===== src/rtl/spf_pkg.sv =====
package spf_pkg;
    typedef enum logic [1:0] {
        PM_SEQ     = 2'b00,
        PM_STRIDE  = 2'b01,
        PM_NONE    = 2'b10,
        PM_NOALLOC = 2'b11
    } pf_mode_e;
endpackage


===== src/rtl/spf_policy_table.sv =====
module spf_policy_table
    import spf_pkg::*;
#(
    parameter int NREG = 8,
    parameter int SW   = 12,
    localparam int RW  = $clog2(NREG)
) (
    input  logic          clk,
    input  logic          rst_n,
    input  logic          wr_en,
    input  logic [RW-1:0] wr_idx,
    input  logic [1:0]    wr_mode,
    input  logic [SW-1:0] wr_stride,
    input  logic [RW-1:0] rd_idx,
    output pf_mode_e      rd_mode,
    output logic [SW-1:0] rd_stride
);
    typedef struct packed {
        logic [NREG-1:0][1:0]    mode;
        logic [NREG-1:0][SW-1:0] stride;
    } tbl_t;

    tbl_t tbl_d, tbl_q;
    logic [NREG-1:0] hit;

    for (genvar g = 0; g < NREG; g++) begin : g_dec
        assign hit[g] = wr_en && (wr_idx == RW'(g));
    end

    always_comb begin
        tbl_d = tbl_q;
        for (int i = 0; i < NREG; i++) begin
            if (hit[i]) begin
                tbl_d.mode[i]   = wr_mode;
                tbl_d.stride[i] = wr_stride;
            end
        end
    end

    always_ff @(posedge clk) begin
        if (!rst_n) begin
            for (int i = 0; i < NREG; i++) begin
                tbl_q.mode[i]   <= PM_SEQ;
                tbl_q.stride[i] <= SW'(1);
            end
        end else begin
            tbl_q <= tbl_d;
        end
    end

    // Read uses the registered table: a same-cycle write is not seen.
    assign rd_mode   = pf_mode_e'(tbl_q.mode[rd_idx]);
    assign rd_stride = tbl_q.stride[rd_idx];

    AST_HINT_STORED: assert property (@(posedge clk) disable iff (!rst_n)
        wr_en |=> (tbl_q.mode[$past(wr_idx)] == $past(wr_mode)) &&
                  (tbl_q.stride[$past(wr_idx)] == $past(wr_stride)));
endmodule


===== src/rtl/spf_burst_gen.sv =====
module spf_burst_gen
    import spf_pkg::*;
#(
    parameter int AW       = 32,
    parameter int SW       = 12,
    parameter int PF_DEPTH = 3,
    localparam int CW      = $clog2(PF_DEPTH + 1)
) (
    input  logic          clk,
    input  logic          rst_n,
    input  logic          start,
    input  logic [AW-1:0] start_addr,
    input  pf_mode_e      mode,
    input  logic [SW-1:0] stride,
    input  logic          req_ready,
    output logic          busy,
    output logic          req_valid,
    output logic [AW-1:0] req_addr,
    output logic          req_alloc
);
    typedef struct packed {
        logic          busy;
        logic          first;
        logic          alloc;
        logic [CW-1:0] left;
        logic [AW-1:0] addr;
        logic [AW-1:0] base;
        logic [AW-1:0] step;
    } st_t;

    st_t s_d, s_q;
    logic [AW-1:0] stride_ext;

    assign stride_ext = {{(AW-SW){1'b0}}, stride};

    always_comb begin
        s_d = s_q;
        if (start && !s_q.busy) begin
            s_d.busy  = 1'b1;
            s_d.first = 1'b1;
            s_d.addr  = start_addr;
            s_d.base  = start_addr;
            s_d.alloc = (mode != PM_NOALLOC);
            s_d.step  = (mode == PM_SEQ) ? AW'(1) : stride_ext;
            unique case (mode)
                PM_SEQ:    s_d.left = CW'(PF_DEPTH);
                PM_STRIDE: s_d.left = (stride == '0) ? '0 : CW'(PF_DEPTH);
                default:   s_d.left = '0;
            endcase
        end else if (s_q.busy && req_ready) begin
            s_d.first = 1'b0;
            if (s_q.left == '0) begin
                s_d.busy = 1'b0;
            end else begin
                s_d.addr = s_q.addr + s_q.step;
                s_d.left = s_q.left - CW'(1);
            end
        end
    end

    always_ff @(posedge clk) begin
        if (!rst_n) s_q <= '0;
        else        s_q <= s_d;
    end

    assign busy      = s_q.busy;
    assign req_valid = s_q.busy;
    assign req_addr  = s_q.addr;
    assign req_alloc = s_q.alloc;

    AST_HOLD_REQ: assert property (@(posedge clk) disable iff (!rst_n)
        req_valid && !req_ready |=> req_valid && $stable(req_addr) && $stable(req_alloc));
    AST_NO_SELF_FETCH: assert property (@(posedge clk) disable iff (!rst_n)
        req_valid && !s_q.first |-> req_addr != s_q.base);
    AST_START_IDLE: assert property (@(posedge clk) disable iff (!rst_n)
        start |-> !s_q.busy);
endmodule


===== src/rtl/stride_prefetch_ctrl.sv =====
module stride_prefetch_ctrl
    import spf_pkg::*;
#(
    parameter int AW       = 32,
    parameter int SW       = 12,
    parameter int NREG     = 8,
    parameter int PF_DEPTH = 3,
    localparam int RW      = $clog2(NREG)
) (
    input  logic          clk,
    input  logic          rst_n,
    input  logic          hint_valid,
    input  logic [RW-1:0] hint_reg,
    input  logic [1:0]    hint_mode,
    input  logic [SW-1:0] hint_stride,
    input  logic          miss_valid,
    output logic          miss_ready,
    input  logic [RW-1:0] miss_reg,
    input  logic [AW-1:0] miss_addr,
    output logic          req_valid,
    input  logic          req_ready,
    output logic [AW-1:0] req_addr,
    output logic          req_alloc
);
    pf_mode_e      pol_mode;
    logic [SW-1:0] pol_stride;
    logic          gen_busy;
    logic          accept;

    spf_policy_table #(.NREG(NREG), .SW(SW)) u_table (
        .clk       (clk),
        .rst_n     (rst_n),
        .wr_en     (hint_valid),
        .wr_idx    (hint_reg),
        .wr_mode   (hint_mode),
        .wr_stride (hint_stride),
        .rd_idx    (miss_reg),
        .rd_mode   (pol_mode),
        .rd_stride (pol_stride)
    );

    assign miss_ready = !gen_busy;
    assign accept     = miss_valid && miss_ready;

    spf_burst_gen #(.AW(AW), .SW(SW), .PF_DEPTH(PF_DEPTH)) u_gen (
        .clk        (clk),
        .rst_n      (rst_n),
        .start      (accept),
        .start_addr (miss_addr),
        .mode       (pol_mode),
        .stride     (pol_stride),
        .req_ready  (req_ready),
        .busy       (gen_busy),
        .req_valid  (req_valid),
        .req_addr   (req_addr),
        .req_alloc  (req_alloc)
    );

    AST_DEMAND_FIRST: assert property (@(posedge clk) disable iff (!rst_n)
        accept |=> req_valid && (req_addr == $past(miss_addr)));
    AST_MISS_STALLED: assert property (@(posedge clk) disable iff (!rst_n)
        req_valid |-> !miss_ready);
    AST_NOALLOC_SINGLE: assert property (@(posedge clk) disable iff (!rst_n)
        req_valid && req_ready && !req_alloc |=> !req_valid);
endmodule


===== config.mk =====
export PLATFORM = sky130hd
export DESIGN_NAME = stride_prefetch_ctrl
export DESIGN_NICKNAME = d
export VERILOG_FILES = /design/src/rtl/spf_pkg.sv /design/src/rtl/spf_policy_table.sv /design/src/rtl/spf_burst_gen.sv /design/src/rtl/stride_prefetch_ctrl.sv
export SDC_FILE = /design/constraint.sdc
export NUM_CORES = 1
export LEC_CHECK = 0
export ABC_AREA = 1
export BUFFER_PORTS_ARGS = -buffer_cell sky130_fd_sc_hd__buf_4
export CORE_MARGIN = 1.5
export CORE_UTILIZATION = 45
export CTS_CLUSTER_SIZE = 16
export DETAILED_ROUTE_END_ITERATION = 7
export PLACE_DENSITY_LB_ADDON = 0.25
export SLEW_MARGIN = 40
export SYNTH_ARGS = -nofsm -noshare
export SYNTH_HDL_FRONTEND = slang
export SYNTH_SLANG_ARGS = --single-unit

===== constraint.sdc =====
create_clock -name clk -period 2.4 [get_ports clk]
set_input_delay 0.24 -clock clk [delete_from_list [all_inputs] [get_ports clk]]
set_output_delay 0.24 -clock clk [all_outputs]
set_load 0.005 [all_outputs]

### Yosys cells after proc, flatten, opt, wreduce, memory -nomap -nowiden

Cells that the tools add are included.

| storage, ports and cells | value |
|---|---|
| bits in registers | 180 |
| word-level logic and storage cells | 67 |

| cells by class | value |
|---|---|
| $lt $le $gt $ge | 1 |
| $add $sub $neg | 2 |
| muxes and demuxes | 13 |
| eq/ne operators | 10 |
| reduce and logical (&&, ||, !) cells | 20 |

Operator list:

| operator | count |
|---|---|
| 2-to-1 mux 34 bit | 3 |
| binary-select mux 12 bit (select 3 bit) | 1 |
| adder 32 bit | 1 |
| 2-to-1 mux 12 bit | 2 |
| equality test 3 bit (second input constant) | 4 |
| zero test 12 bit | 1 |
| logical AND 1 bit | 11 |
| 2-to-1 mux 2 bit | 4 |
| binary-select mux 2 bit (select 3 bit) | 1 |
| equality test 3 x 2 -> 1 bit (second input constant) | 2 |
| zero test 2 bit | 2 |
| less-than comparator 3 x 4 -> 1 bit (second input constant) | 1 |
| case mux 2 bit (2 select lines) | 1 |
| AND reduction 2 bit | 2 |
| nonzero test 2 bit | 2 |
| equality test 3 x 1 -> 1 bit (second input constant) | 1 |
| zero test 3 bit | 1 |
| equality test 2 x 1 -> 1 bit (second input constant) | 1 |
| != test 2 x 1 -> 1 bit (second input constant) | 1 |
| != test 2 bit (second input constant) | 1 |
| subtractor 2 x 1 -> 2 bit (second input constant) | 1 |
| zero test 1 bit | 1 |
| 2-to-1 mux 1 bit | 1 |

### Longest topological paths before layout

| depth | value |
|---|---|
| word-level depth | 6 |
| depth in mapped cells | 14 |
| depth with buffers taken out | 13 |

### Cells and area by module

A second synthesis with hierarchy kept.

| unflattened totals | value |
|---|---|
| cells, all modules | 1501 |
| area, all modules | 9260.1 µm² |

Modules (own cells, without submodules):

| module | instances | seq. area each (µm²) | area each (µm²) | cells an instance |
|---|---|---|---|---|
| spf_policy_table | 1 | 2242.2 | 5471.5 | 875 |
| spf_burst_gen | 1 | 960.9 | 3774.9 | 623 |
| stride_prefetch_ctrl | 1 | 0.0 | 13.8 | 3 |

### Least setup slack after synthesis

No wires, ideal clock.

| timing path | value |
|---|---|
| kind | flip-flop to flip-flop |
| from | register u_gen.s_q (netlist bit u_gen.req_addr[0]) |
| to | register u_gen.s_q (netlist bit u_gen.req_addr[14]) |
| data arrival time | 1.726 ns |
| data required time | 2.268 ns |
| slack | 0.542 ns |
| path buffers | 0 |
| stages on the path, launching flop included | 13 |
| setup time | 0.132 ns |
| path through | dfxtp_1 -> ha_1 -> fa_1 -> nand3_1 -> nand3_1 -> nand2_1 -> nand2_1 -> nand2_1 -> nand2_2 -> nand2_1 -> nand2_1 -> o21bai_1 -> a21oi_1 |

| between the ends | value |
|---|---|
| cells in the longest elaborated chain, start to end | 4 |

Ends and longest elaborated chain:

| element | RTL line | text |
|---|---|---|
| start, declared | spf_burst_gen.sv:31 | `st_t s_d, s_q;` |
| start signal, assigned | spf_burst_gen.sv:62 | `if (!rst_n) s_q <= '0;` |
| start signal, assigned | spf_burst_gen.sv:63 | `else s_q <= s_d;` |
| adder 32 bit | spf_burst_gen.sv:55 | `s_d.addr = s_q.addr + s_q.step;` |
| 2-to-1 mux 34 bit | spf_burst_gen.sv:52 | `if (s_q.left == '0) begin` |
| 2-to-1 mux 34 bit | spf_burst_gen.sv:50 | `end else if (s_q.busy && req_ready) begin` |
| 2-to-1 mux 34 bit | spf_burst_gen.sv:38 | `if (start && !s_q.busy) begin` |

Every way passes these cells. The select of a mux whose other input is x is not followed.
A chain may end at the register's enable or synchronous reset.

### Worst setup path after layout

Ends and elaborated chain as after synthesis.

==> flow_summary.toml <==
[worst_hold_path]
hp-class = "input port to flip-flop"
hold_path_depth = 2

[timing]
setup_violations = 0
period_share_pct = 89.5
worst_pin_slew_ns = 0.805
fin_tns_setup_ns = 0
finClkSkew_ns = 0.00929
rsz0062_at_grt = "false"
fin_crit_ns = 2.15
hold_viol = 0
slew_violations = 0
worst_slack_ns = 0.252
whs_ns = 0.0283
fmax_ghz = 0.466
slew_headroom_pct = 46.3

[critical_path]
cpMaxStageDelayCell = "fa_1"
crit_top_cell = "nand2_1"
crit_cells = 12
cp_top_family = "simple AND/OR/NAND/NOR gates"
crit_path_max_incr_delay_ns = 0.43
crit_type = "flip-flop to flip-flop"
cp-start-kind = "flip-flop"
cp_max_fo = 6
ff2ff_path_depth = 12
crit_chain = "ha_1, fa_1, nand3_1, nand3_1, nand2_1, nand2_1, nand2_1, nand2_2, nand2_1, nand2_1, o21bai_1, a21oi_1"
worst_setup_path_end_kind = "flip-flop"
path_buf_inv = 0
crit_required_ns = 2.68
ff2ff_setup_slack_ns = 0.25
critPathArrivalTime_ns = 2.43

[route]
vias_per_cell = 5.12
dr_total_vias = 8591
routed_wl_mm = 23.6
wl_per_cell_um = 14.1
final_antenna_net_count = 0
drtIter0Drc = 504
drt_pass1_iterations = 5
drc = 0

[floorplanning]
die_y_um = 143
rows = 51
start_util_pct = 45.7
core_area_um2 = 19300
die_width_um = 143
io_pins = 92
dieArea_um2 = 20500

[power_and_ir_drop]
p_seq_share_pct = 41.8
p_switching_uw = 1890
cellLeakagePower_uw = 0.00464
clock_power_share_pct = 43.0
switching_share_pct = 27.3
p_per_area_nw_per_um2 = 685
p_int_uw = 5030
p_comb_share_pct = 15.2
irDropWorstVdd_v = 0.000510

[global_route]
grt-ovfl-total = 0
grt_pass1_vias = 7695
grt_max_degree = 96
grt_antenna_before_repair = 0
grt_pass1_wl_mm = 38.3
grt_util_all_layers_pct = 23.8

[clock_network]
cts_tree = "yes"
clock_latency_ns = 0.43
cts.sinks = 160
cts_root_buffer = "clkbuf_16"
clockBufferDepth = 2
numCtsBuffers = 17
cts_resized = 0
h-tree-depth = 4
cts_setup_buffers = 0
holdBufCountCts = 0
path_clk_slew_ns = 0.06

[layout]
multi_input_area_um2 = 4370
area_delta_synth_final_pct = 14.3
fin_area_um2 = 10100
fillCellCount = 2024
antenna_cells = 0
final_cells = 1679
seqCellArea_um2 = 3200
drive_above_1_share_pct = 11.7
nets = 1472

[synth]
synthesis.nets = 1444
ys_top_cells_by_area = "dfxtp_1 36%, nand2_1 14%, o21ai_0 9.6%"
synth_top_area_share_pct = 36.2
synth_area_um2 = 8840
synth-seq-area-share_pct = 36.2
ys_types = 39
ys.flop_type = "dfxtp_1"
ys_ff_latch = 160
syn_inst = 1373
synth_top_cell_by_area = "dfxtp_1"
synth_area_per_cell_um2 = 6.44
async_flop_share_pct = 0
synth_most_common_cell = "nand2_1"
synthTopCellsByCount = "335 x nand2_1, 174 x inv_1, 170 x o21ai_0, 160 x dfxtp_1, 126 x a21oi_1"
synth_warnings = 0
synth_edf_count = 0

[placed_design]
dp_hpwl_mm = 15.6
place_ws_ns = 0.275
gp_congestion = 0.876
placed_area_um2 = 9460
port_buffers = 91
dp.cells = 1647

[job]
cap_violations = 0

[status]
status = "completed"
[cell type report]
class,count,share of cell area [%]
Timing Repair Buffer,113,8.64
Clock buffer,20,4.62
Sequential cell,160,31.7
Multi-Input combinational cell,929,43.3
Tap cell,265,3.28
Inverter,180,6.71
Clock inverter,12,1.76
[worst reg2reg max path, cell delays in order, from the launching register on]
cell and delay, ns:
dfxtp_1 0.32, ha_1 0.24, fa_1 0.43, nand3_1 0.11
nand3_1 0.18, nand2_1 0.11, nand2_1 0.08, nand2_1 0.10
nand2_2 0.10, nand2_1 0.08, nand2_1 0.05, o21bai_1 0.14
a21oi_1 0.08
[cell usage in the layout, fill, tap and decap left out, types with 17 or more instances in the layout]
cell       instances
a21oi_1          126
inv_1            172
buf_4            111
dfxtp_1          160
nand3_1           86
o21ai_0          170
clkbuf_16         17
nand2_1          335
nor2_1           118
[cell families after synthesis]
kind of cell | share of synthesized area, %
AOI/OAI and AO/OA | 19.7
xor gates and xnor gates | 0.793
adders and majority gates | 2.07
buffers and inverters | 14.3
DFF | 36.2
muxes | 0.269
and+or+nand+nor | 26.6
[stage by stage]
stage	utilization, %	power (uW)
floorplan	-	3680
global placement	48.9	3980
detailed placement	48.9	4000
CTS	52.3	6970
global route	52.3	7250
finish	52.3	6920
[registers in the layout (all words and copies together), names as in the netlist]
signal and count:
u_table.tbl_q 112, u_gen.req_addr 32, u_gen.s_q 14, u_gen.busy 1
u_gen.req_alloc 1
[final timing paths]
kind                     startpoint            endpoint
setup / recovery  u_gen.req_addr[0]  u_gen.req_addr[14]
setup reg to reg  u_gen.req_addr[0]  u_gen.req_addr[14]
hold reg to reg   u_table.tbl_q[26]   u_table.tbl_q[26]
hold / removal            req_ready          u_gen.busy
[power groups by stage]
stage,Clock [uW],Combinational [uW],Sequential [uW]
CTS,3030,1050,2890
global route,3140,1190,2910
detailed placement,0,1050,2950
global placement,0,1040,2950
floorplan,0,765,2920
finish,2980,1050,2900
[per-layer routing]
layer / up-vias / global-route usage [%] / part of all wire (%)
met3: 34 / 4.02 / 4.8
met5: - / 0 / 0
met2: 220 / 39.9 / 47
li1: 4419 / - / -
met4: 0 / 8.84 / 2.1
met1: 3918 / 30.4 / 46
(Power assumes the default switching activity.)
